### src/rtl/bootseq_pkg.sv
package bootseq_pkg;

    typedef enum logic [1:0] {
        ST_HOLD   = 2'd0,
        ST_FILL   = 2'd1,
        ST_ACTIVE = 2'd2,
        ST_SLEEP  = 2'd3
    } seq_state_t;

endpackage

### src/rtl/bootseq_sync.sv
module bootseq_sync #(
    parameter int STAGES = 2
) (
    input  logic clk,
    input  logic arst_n,
    output logic srst_n
);

    logic [STAGES-1:0] chain;

    // asynchronous assert, synchronous release
    always_ff @(posedge clk or negedge arst_n) begin
        if (!arst_n) begin
            chain <= '0;
        end else begin
            chain <= {chain[STAGES-2:0], 1'b1};
        end
    end

    assign srst_n = chain[STAGES-1];

endmodule

### src/rtl/bootseq_fsm.sv
module bootseq_fsm
    import bootseq_pkg::*;
#(
    parameter int WINDOW = 1024,
    parameter int CNT_W  = 10
) (
    input  logic             clk,
    input  logic             rst_n,
    input  logic             pdn_req,
    output seq_state_t       state,
    output logic [CNT_W-1:0] fill_cnt
);

    seq_state_t nxt;
    logic       last_slot;

    assign last_slot = (fill_cnt == CNT_W'(WINDOW - 1));

    // state register
    always_ff @(posedge clk or negedge rst_n) begin
        if (!rst_n) begin
            state <= ST_HOLD;
        end else begin
            state <= nxt;
        end
    end

    // window counter: runs only inside the fill state
    always_ff @(posedge clk or negedge rst_n) begin
        if (!rst_n) begin
            fill_cnt <= '0;
        end else if (state == ST_FILL) begin
            fill_cnt <= fill_cnt + 1'b1;
        end else begin
            fill_cnt <= '0;
        end
    end

    always_comb begin
        nxt = state;
        unique case (state)
            ST_HOLD:   nxt = ST_FILL;
            ST_FILL:   if (last_slot) nxt = pdn_req ? ST_SLEEP : ST_ACTIVE;
            ST_ACTIVE: if (pdn_req)   nxt = ST_SLEEP;
            ST_SLEEP:  if (!pdn_req)  nxt = ST_ACTIVE;
            default:   nxt = ST_HOLD;
        endcase
    end

endmodule

### src/rtl/bootseq_wr_map.sv
module bootseq_wr_map #(
    parameter int CNT_W      = 10,
    parameter int PRAM_AW    = 8,
    parameter int PRAM_LO    = 1,
    parameter int PRAM_HI    = 254,
    parameter int DRAM_DEPTH = 512,
    parameter int DRAM_AW    = 9,
    parameter int WINDOW     = 1024
) (
    input  logic               fill_on,
    input  logic [CNT_W-1:0]   cnt,
    output logic [PRAM_AW-1:0] rom_addr,
    output logic               pram_we,
    output logic [PRAM_AW-1:0] pram_addr,
    output logic               dram_we,
    output logic [DRAM_AW-1:0] dram_addr
);

    logic [CNT_W:0] cnt_x;
    logic           in_pram;
    logic           in_dram;

    assign cnt_x   = {1'b0, cnt};
    assign in_pram = (cnt_x >= (CNT_W+1)'(PRAM_LO)) && (cnt_x <= (CNT_W+1)'(PRAM_HI));

    generate
        if (DRAM_DEPTH >= WINDOW) begin : g_dram_full
            assign in_dram = 1'b1;
        end else begin : g_dram_part
            assign in_dram = (cnt_x < (CNT_W+1)'(DRAM_DEPTH));
        end
    endgenerate

    assign rom_addr  = cnt[PRAM_AW-1:0];
    assign pram_addr = cnt[PRAM_AW-1:0];
    assign pram_we   = fill_on && in_pram;
    assign dram_addr = cnt[DRAM_AW-1:0];
    assign dram_we   = fill_on && in_dram;

endmodule

### src/rtl/boot_init_seq.sv
module boot_init_seq
    import bootseq_pkg::*;
#(
    parameter int WINDOW      = 1024,
    parameter int SYNC_STAGES = 2,
    parameter int PRAM_AW     = 8,
    parameter int PRAM_LO     = 1,
    parameter int PRAM_HI     = 254,
    parameter int COEF_W      = 22,
    parameter int DRAM_DEPTH  = 512
) (
    input  logic                                clk,
    input  logic                                rst_in_n,
    input  logic                                pdn_req,
    output logic [PRAM_AW-1:0]                  rom_addr,
    input  logic [COEF_W-1:0]                   rom_data,
    output logic                                pram_we,
    output logic [PRAM_AW-1:0]                  pram_addr,
    output logic [COEF_W-1:0]                   pram_wdata,
    output logic                                dram_we,
    output logic [$clog2(DRAM_DEPTH)-1:0]       dram_addr,
    output logic                                ctrl_rst_n,
    output logic                                busy,
    output logic                                core_ce
);

    localparam int CNT_W   = $clog2(WINDOW);
    localparam int DRAM_AW = $clog2(DRAM_DEPTH);

    seq_state_t       state;
    logic [CNT_W-1:0] fill_cnt;
    logic             srst_n;
    logic             fill_on;

    bootseq_sync #(.STAGES(SYNC_STAGES)) u_sync (
        .clk    (clk),
        .arst_n (rst_in_n),
        .srst_n (srst_n)
    );

    bootseq_fsm #(.WINDOW(WINDOW), .CNT_W(CNT_W)) u_fsm (
        .clk      (clk),
        .rst_n    (srst_n),
        .pdn_req  (pdn_req),
        .state    (state),
        .fill_cnt (fill_cnt)
    );

    bootseq_wr_map #(
        .CNT_W      (CNT_W),
        .PRAM_AW    (PRAM_AW),
        .PRAM_LO    (PRAM_LO),
        .PRAM_HI    (PRAM_HI),
        .DRAM_DEPTH (DRAM_DEPTH),
        .DRAM_AW    (DRAM_AW),
        .WINDOW     (WINDOW)
    ) u_map (
        .fill_on   (fill_on),
        .cnt       (fill_cnt),
        .rom_addr  (rom_addr),
        .pram_we   (pram_we),
        .pram_addr (pram_addr),
        .dram_we   (dram_we),
        .dram_addr (dram_addr)
    );

    // output decode
    always_comb begin
        busy    = 1'b1;
        core_ce = 1'b0;
        fill_on = 1'b0;
        unique case (state)
            ST_HOLD:   ;
            ST_FILL:   fill_on = 1'b1;
            ST_ACTIVE: begin
                busy    = 1'b0;
                core_ce = 1'b1;
            end
            ST_SLEEP:  busy = 1'b0;
            default:   ;
        endcase
    end

    assign pram_wdata = pram_we ? rom_data : '0;
    assign ctrl_rst_n = srst_n;

endmodule

### config.mk
export PLATFORM = sky130hd
export DESIGN_NAME = boot_init_seq
export DESIGN_NICKNAME = d
export VERILOG_FILES = /design/src/rtl/bootseq_pkg.sv /design/src/rtl/bootseq_sync.sv /design/src/rtl/bootseq_fsm.sv /design/src/rtl/bootseq_wr_map.sv /design/src/rtl/boot_init_seq.sv
export SDC_FILE = /design/constraint.sdc
export NUM_CORES = 1
export LEC_CHECK = 0
export BUFFER_PORTS_ARGS = -buffer_cell sky130_fd_sc_hd__buf_2
export CAP_MARGIN = 10
export CORE_ASPECT_RATIO = 1.75
export CORE_MARGIN = 1.5
export CORE_UTILIZATION = 43
export CTS_BUF_LIST = sky130_fd_sc_hd__clkbuf_16
export DETAILED_ROUTE_END_ITERATION = 10
export GPL_TIMING_DRIVEN = 0
export HOLD_SLACK_MARGIN = 0.03
export PLACE_DENSITY = 0.92
export SLEW_MARGIN = 20
export SYNTH_ARGS = -nofsm -noshare
export SYNTH_HDL_FRONTEND = slang
export SYNTH_HIERARCHICAL = 1
export SYNTH_SLANG_ARGS = --single-unit
### constraint.sdc
create_clock -name clk -period 2.9 [get_ports clk]
set_input_delay 0.58 -clock clk [delete_from_list [all_inputs] [get_ports clk]]
set_output_delay 0.58 -clock clk [all_outputs]
set_load 0.05 [all_outputs]
### Word level (Yosys, flattened, before mapping)

Index checks and enable logic that the tools add are counted.

* bits of input ports: 25
* output and inout port bits: 52
* flip-flop bits (word level): 14
* word-level logic and storage cells: 30

* add/sub/neg operators: 1
* magnitude comparators: 3
* reduce and logical (&&, ||, !) cells: 6
* muxes and demuxes: 10
* eq/ne operators: 7

Operator list (number)
* $mux W22: 1
* $add A10 B1 Y10 const B: 1
* $eq A10 B10 Y1 const B: 1
* $ge A10 B1 Y1 const B: 1
* $le A10 B8 Y1 const B: 1
* $lt A10 B10 Y1 const B: 1
* $mux W10: 1
* $pmux W2 S4: 1
* $mux W2: 3
* $eq A2 B2 Y1 const B: 2
* $mux W1: 4
* $ne A2 B2 Y1 const B: 2
* $logic_and A1 B1 Y1: 3
* $reduce_and A3 Y1: 1
* $eq A2 B1 Y1 const B: 1
* $logic_not A2 Y1: 1
* $ne A2 B1 Y1 const B: 1
* $reduce_or A2 Y1: 1

### Depth between registers and ports, before layout

* depth in word-level cells: 4
* gate-level depth with buffers: 5
* gate-level depth less buffers: 4

### Hierarchy

Netlist, hierarchy kept.

Modules (own cells, without submodules)
* bootseq_fsm: cells an instance 54, seq. area each 300.3 µm², instances 1, area an instance 551.8 µm²
* bootseq_wr_map: cells an instance 33, seq. area each 0.0 µm², instances 1, area an instance 251.5 µm²
* boot_init_seq: cells an instance 27, seq. area each 0.0 µm², instances 1, area an instance 196.4 µm²
* bootseq_sync: cells an instance 3, seq. area each 50.0 µm², instances 1, area an instance 53.8 µm²

### Worst setup path after synthesis

Ideal clock, no wire load.

* kind: register to output
* from: register u_fsm.state[1]
* to: output port pram_wdata[0]
* path slack: -0.261 ns
* data required time: 2.320 ns
* path buffers: 1
* arrival: 2.581 ns
* stages on the path, launching flop included: 6
* cell sequence: dfrtp_1 nor2b_1 nor2b_1 and4bb_1 buf_6 and2_1

* word-level cells in the longest chain between the ends: 4

Ends and longest elaborated chain
* from (decl): line bootseq_fsm.sv:10 `output seq_state_t state,`
* from (signal assigned): line bootseq_fsm.sv:24 `state <= nxt;`
* $eq A2 B1 Y1: line boot_init_seq.sv:72 `unique case (state)`
* $mux W1: line boot_init_seq.sv:72
* named net fill_on: line boot_init_seq.sv:33 `logic fill_on;`
* $logic_and A1 B1 Y1: line bootseq_wr_map.sv:36 `assign pram_we = fill_on && in_pram;`
* named net pram_we: line boot_init_seq.sv:17 `output logic pram_we,`
* $mux W22: line boot_init_seq.sv:84 `assign pram_wdata = pram_we ? rom_data : '0;`
* to (decl): line boot_init_seq.sv:19 `output logic [COEF_W-1:0] pram_wdata,`

The timed path passes the listed nets, and every way through them passes these cells.

### Worst setup path in the final report

* from: register u_fsm.fill_cnt[2]
* to: output port pram_wdata[11]

* word-level cells in the longest chain between the ends: 4
* elaborated cells on any way between the ends: 5
* those cells by class: order compare: 2; mux: 1; reduce/logical: 2

Ends and longest elaborated chain
* from (decl): line bootseq_fsm.sv:11 `output logic [CNT_W-1:0] fill_cnt`
* from (signal assigned): line bootseq_fsm.sv:33 `fill_cnt <= fill_cnt + 1'b1;`
* $ge A10 B1 Y1 or $le A10 B8 Y1 (tied branches): line bootseq_wr_map.sv:24 `assign in_pram = (cnt_x >= (CNT_W+1)'(PRAM_LO)) && (cnt_x <= (CNT_W+1)'(PRAM_HI));`
* $logic_and A1 B1 Y1 *: line bootseq_wr_map.sv:24
* $logic_and A1 B1 Y1 *: line bootseq_wr_map.sv:36
* $mux W22 *: line boot_init_seq.sv:84

Every way passes the cells marked *; elsewhere a longest branch is shown, timed or not.

==> impl_metrics.yaml <==
drt:
  post_drt_wl_per_cell_um: 12.2
  routed_wl_um: 2700
  drc_errors: 0
  antenna_left: 0
  routed_via_density: 4.98
  drtPass1Iterations: 4
  route.vias.total: 1105
  dr.first_iter.drc_count: 26
global_routing:
  grt_max_degree: 14
  antenna_found_initial: 0
  grt_overflow_total: 0
  grt_pass1_wl_um: 3870
  grt_use_total_pct: 21.1
  grt_pass1_vias: 875
finish:
  final_core_util_pct: 67.2
  n_antenna_cell: 0
  syn_to_final_growth_pct: 46.8
  drive_gt1_share_pct: 65.0
  n_fill_cell: 195
  fin_area_mm2: 0.00155
  nets: 224
clocking:
  worstSkewPairLatency_ns: 0.24
  ctsHoldBuffers: 0
  cts_tree: "built"
  cts_root_buffer: "clkbuf_16"
  cts_setup_buffers: 0
  cts_buffers: 3
  ctsResizeCount: 0
  cts_buffer_depth: 2
  cts_htree_levels: 1
  clkTransAtPathRegs_ns: 0.04
  clock-sinks: 14
place:
  dp_hpwl_um: 2080
  place_ws_ns: 0.635
  port_buffers: 76
  place.gp.congestion: 0.769
  placed_cell_area_mm2: 0.00147
status:
  outcome: "complete, no violations"
flow_run:
  maxCapViolations: 0
floorplanning:
  chipWidth_um: 40.4
  fp.dieArea_mm2: 0.00277
  num_rows: 23
  die_y_um: 68.5
  start_util_pct: 45.8
  pin_count: 77
  core_area_mm2: 0.00230
setup_path:
  start_kind: "flip-flop"
  crit_required_ns: 2.32
  crit_path_end_kind: "output pin"
  crit_path_max_fanout: 10
  worst-setup-path-type: "flip-flop to output pin"
  crit_arrival_ns: 1.91
sta:
  slew_viol_final: 0
  finalClockSkew_ns: 0.00164
  tns_ns: 0
  worst_pin_slew_ns: 0.527
  rsz0062_at_grt: "false"
  fin_crit_sh_pct: 86.0
  setup_viol: 0
  fin_ws_ns: 0.406
  hold_viol_final: 0
  max_freq_mhz: 401
  period_needed_ns: 2.49
  max-slew-margin-rel_pct: 64.8
synth:
  synth_top_area_share_pct: 33.3
  ys.flop_type: "dfrtp_1"
  synthTopCellsByCount: "buf_4 (25), and2_2 (16), dfrtp_1 (14)"
  yosysWarnings: 6
  syn_avg_cell_area_um2: 9.00
  synth_edf_count: 0
  yosysTopAreaCell: "dfrtp_1"
  synth_cells: 117
  yosysUniqueCellTypes: 29
  ys_seq_area_share_pct: 33.3
  synth_area_leaders: "dfrtp_1 (33%), buf_4 (18%), and2_2 (11%)"
  async_reset_ff_share_pct: 100
  syn_area_mm2: 0.00105
  synth_seq_cells: 14
  yosysMostFrequentCell: "buf_4"
  syn_nets: 143
hold_path:
  hp-class: "input port to asynchronous set/reset pin"
final cells by class:
| class | count | area, um2 | area share (%) |
|---|---|---|---|
| buffer | 28 | 214 | 13.8 |
| clock buffer | 3 | 75.1 | 4.85 |
| clock inverter | 1 | 3.75 | 0.243 |
| inverter | 2 | 7.51 | 0.485 |
| multi-input combinational | 73 | 484 | 31.3 |
| sequential | 14 | 350 | 22.7 |
| tap | 25 | 31.3 | 2.02 |
| timing repair buffer | 76 | 380 | 24.6 |
layer usage:
metal,wire length [um],vias up,track usage (%)
met2,1380,74,37.3
met5,0,-,0
met3,308,5,3.25
li1,-,526,-
met4,47,0,10.0
met1,962,500,23.0
state kept, by name, indices dropped and copies added, names as in the netlist:
signal and count:
u_fsm/fill_cnt 10, u_sync/chain 2, u_fsm/state 2
stage by stage:
| step | hold WS (ns) | std cells |
|---|---|---|
| after global placement | 0.224 | 218 |
| after detailed placement | 0.226 | 218 |
| final | 0.115 | 222 |
| after floorplan | 0.284 | 117 |
| after global routing | 0.114 | 222 |
| after CTS | 0.111 | 222 |
critical path: stages, from the launching register on:
cell	delay (ns)
dfrtp_1	0.51
nor4_2	0.31
nand2_1	0.07
and4bb_1	0.27
buf_6	0.16
and2_2	0.16
buf_2	0.20
cells in the final DEF, fill, tap and decap left out, types with 3 or more instances in the layout:
master,netlist,routed
and2_2,16,16
dfrtp_1,14,14
and2_1,7,7
nand4_1,5,5
buf_4,25,25
nand2_1,4,4
nor2_1,5,5
clkbuf_16,0,3
nand3_1,3,3
o21ai_0,4,4
nor2b_1,4,3
buf_2,0,76
a21oi_1,5,5
cells by family after synthesis:
family / share of synthesized area (%)
buffers and inverters: 21.0
other: 0.356
AOI/OAI and AO/OA: 6.53
adders and majority gates: 1.19
and+or+nand+nor: 35.2
DFF: 33.3
xor gates and xnor gates: 2.49
final timing paths:
kind / slack (ns) / from / depth (start not counted) / end
max in group asynchronous: 2.33 / u_sync/chain[1] / 0 / u_fsm/fill_cnt[1]
min in group clk: 0.35 / u_sync/chain[0] / 0 / u_sync/chain[1]
min: 0.12 / rst_in_n / 1 / u_sync/chain[0]
max reg2reg: 1.17 / u_fsm/fill_cnt[0] / 4 / u_fsm/state[0]
min reg2reg: 0.21 / u_sync/chain[1] / 0 / u_fsm/fill_cnt[3]
max: 0.41 / u_fsm/fill_cnt[2] / 6 / pram_wdata[11]
Power is left out: the tool's default activity adds up to more than one toggle a clock period on the data nets, which glitch-free logic cannot reach.
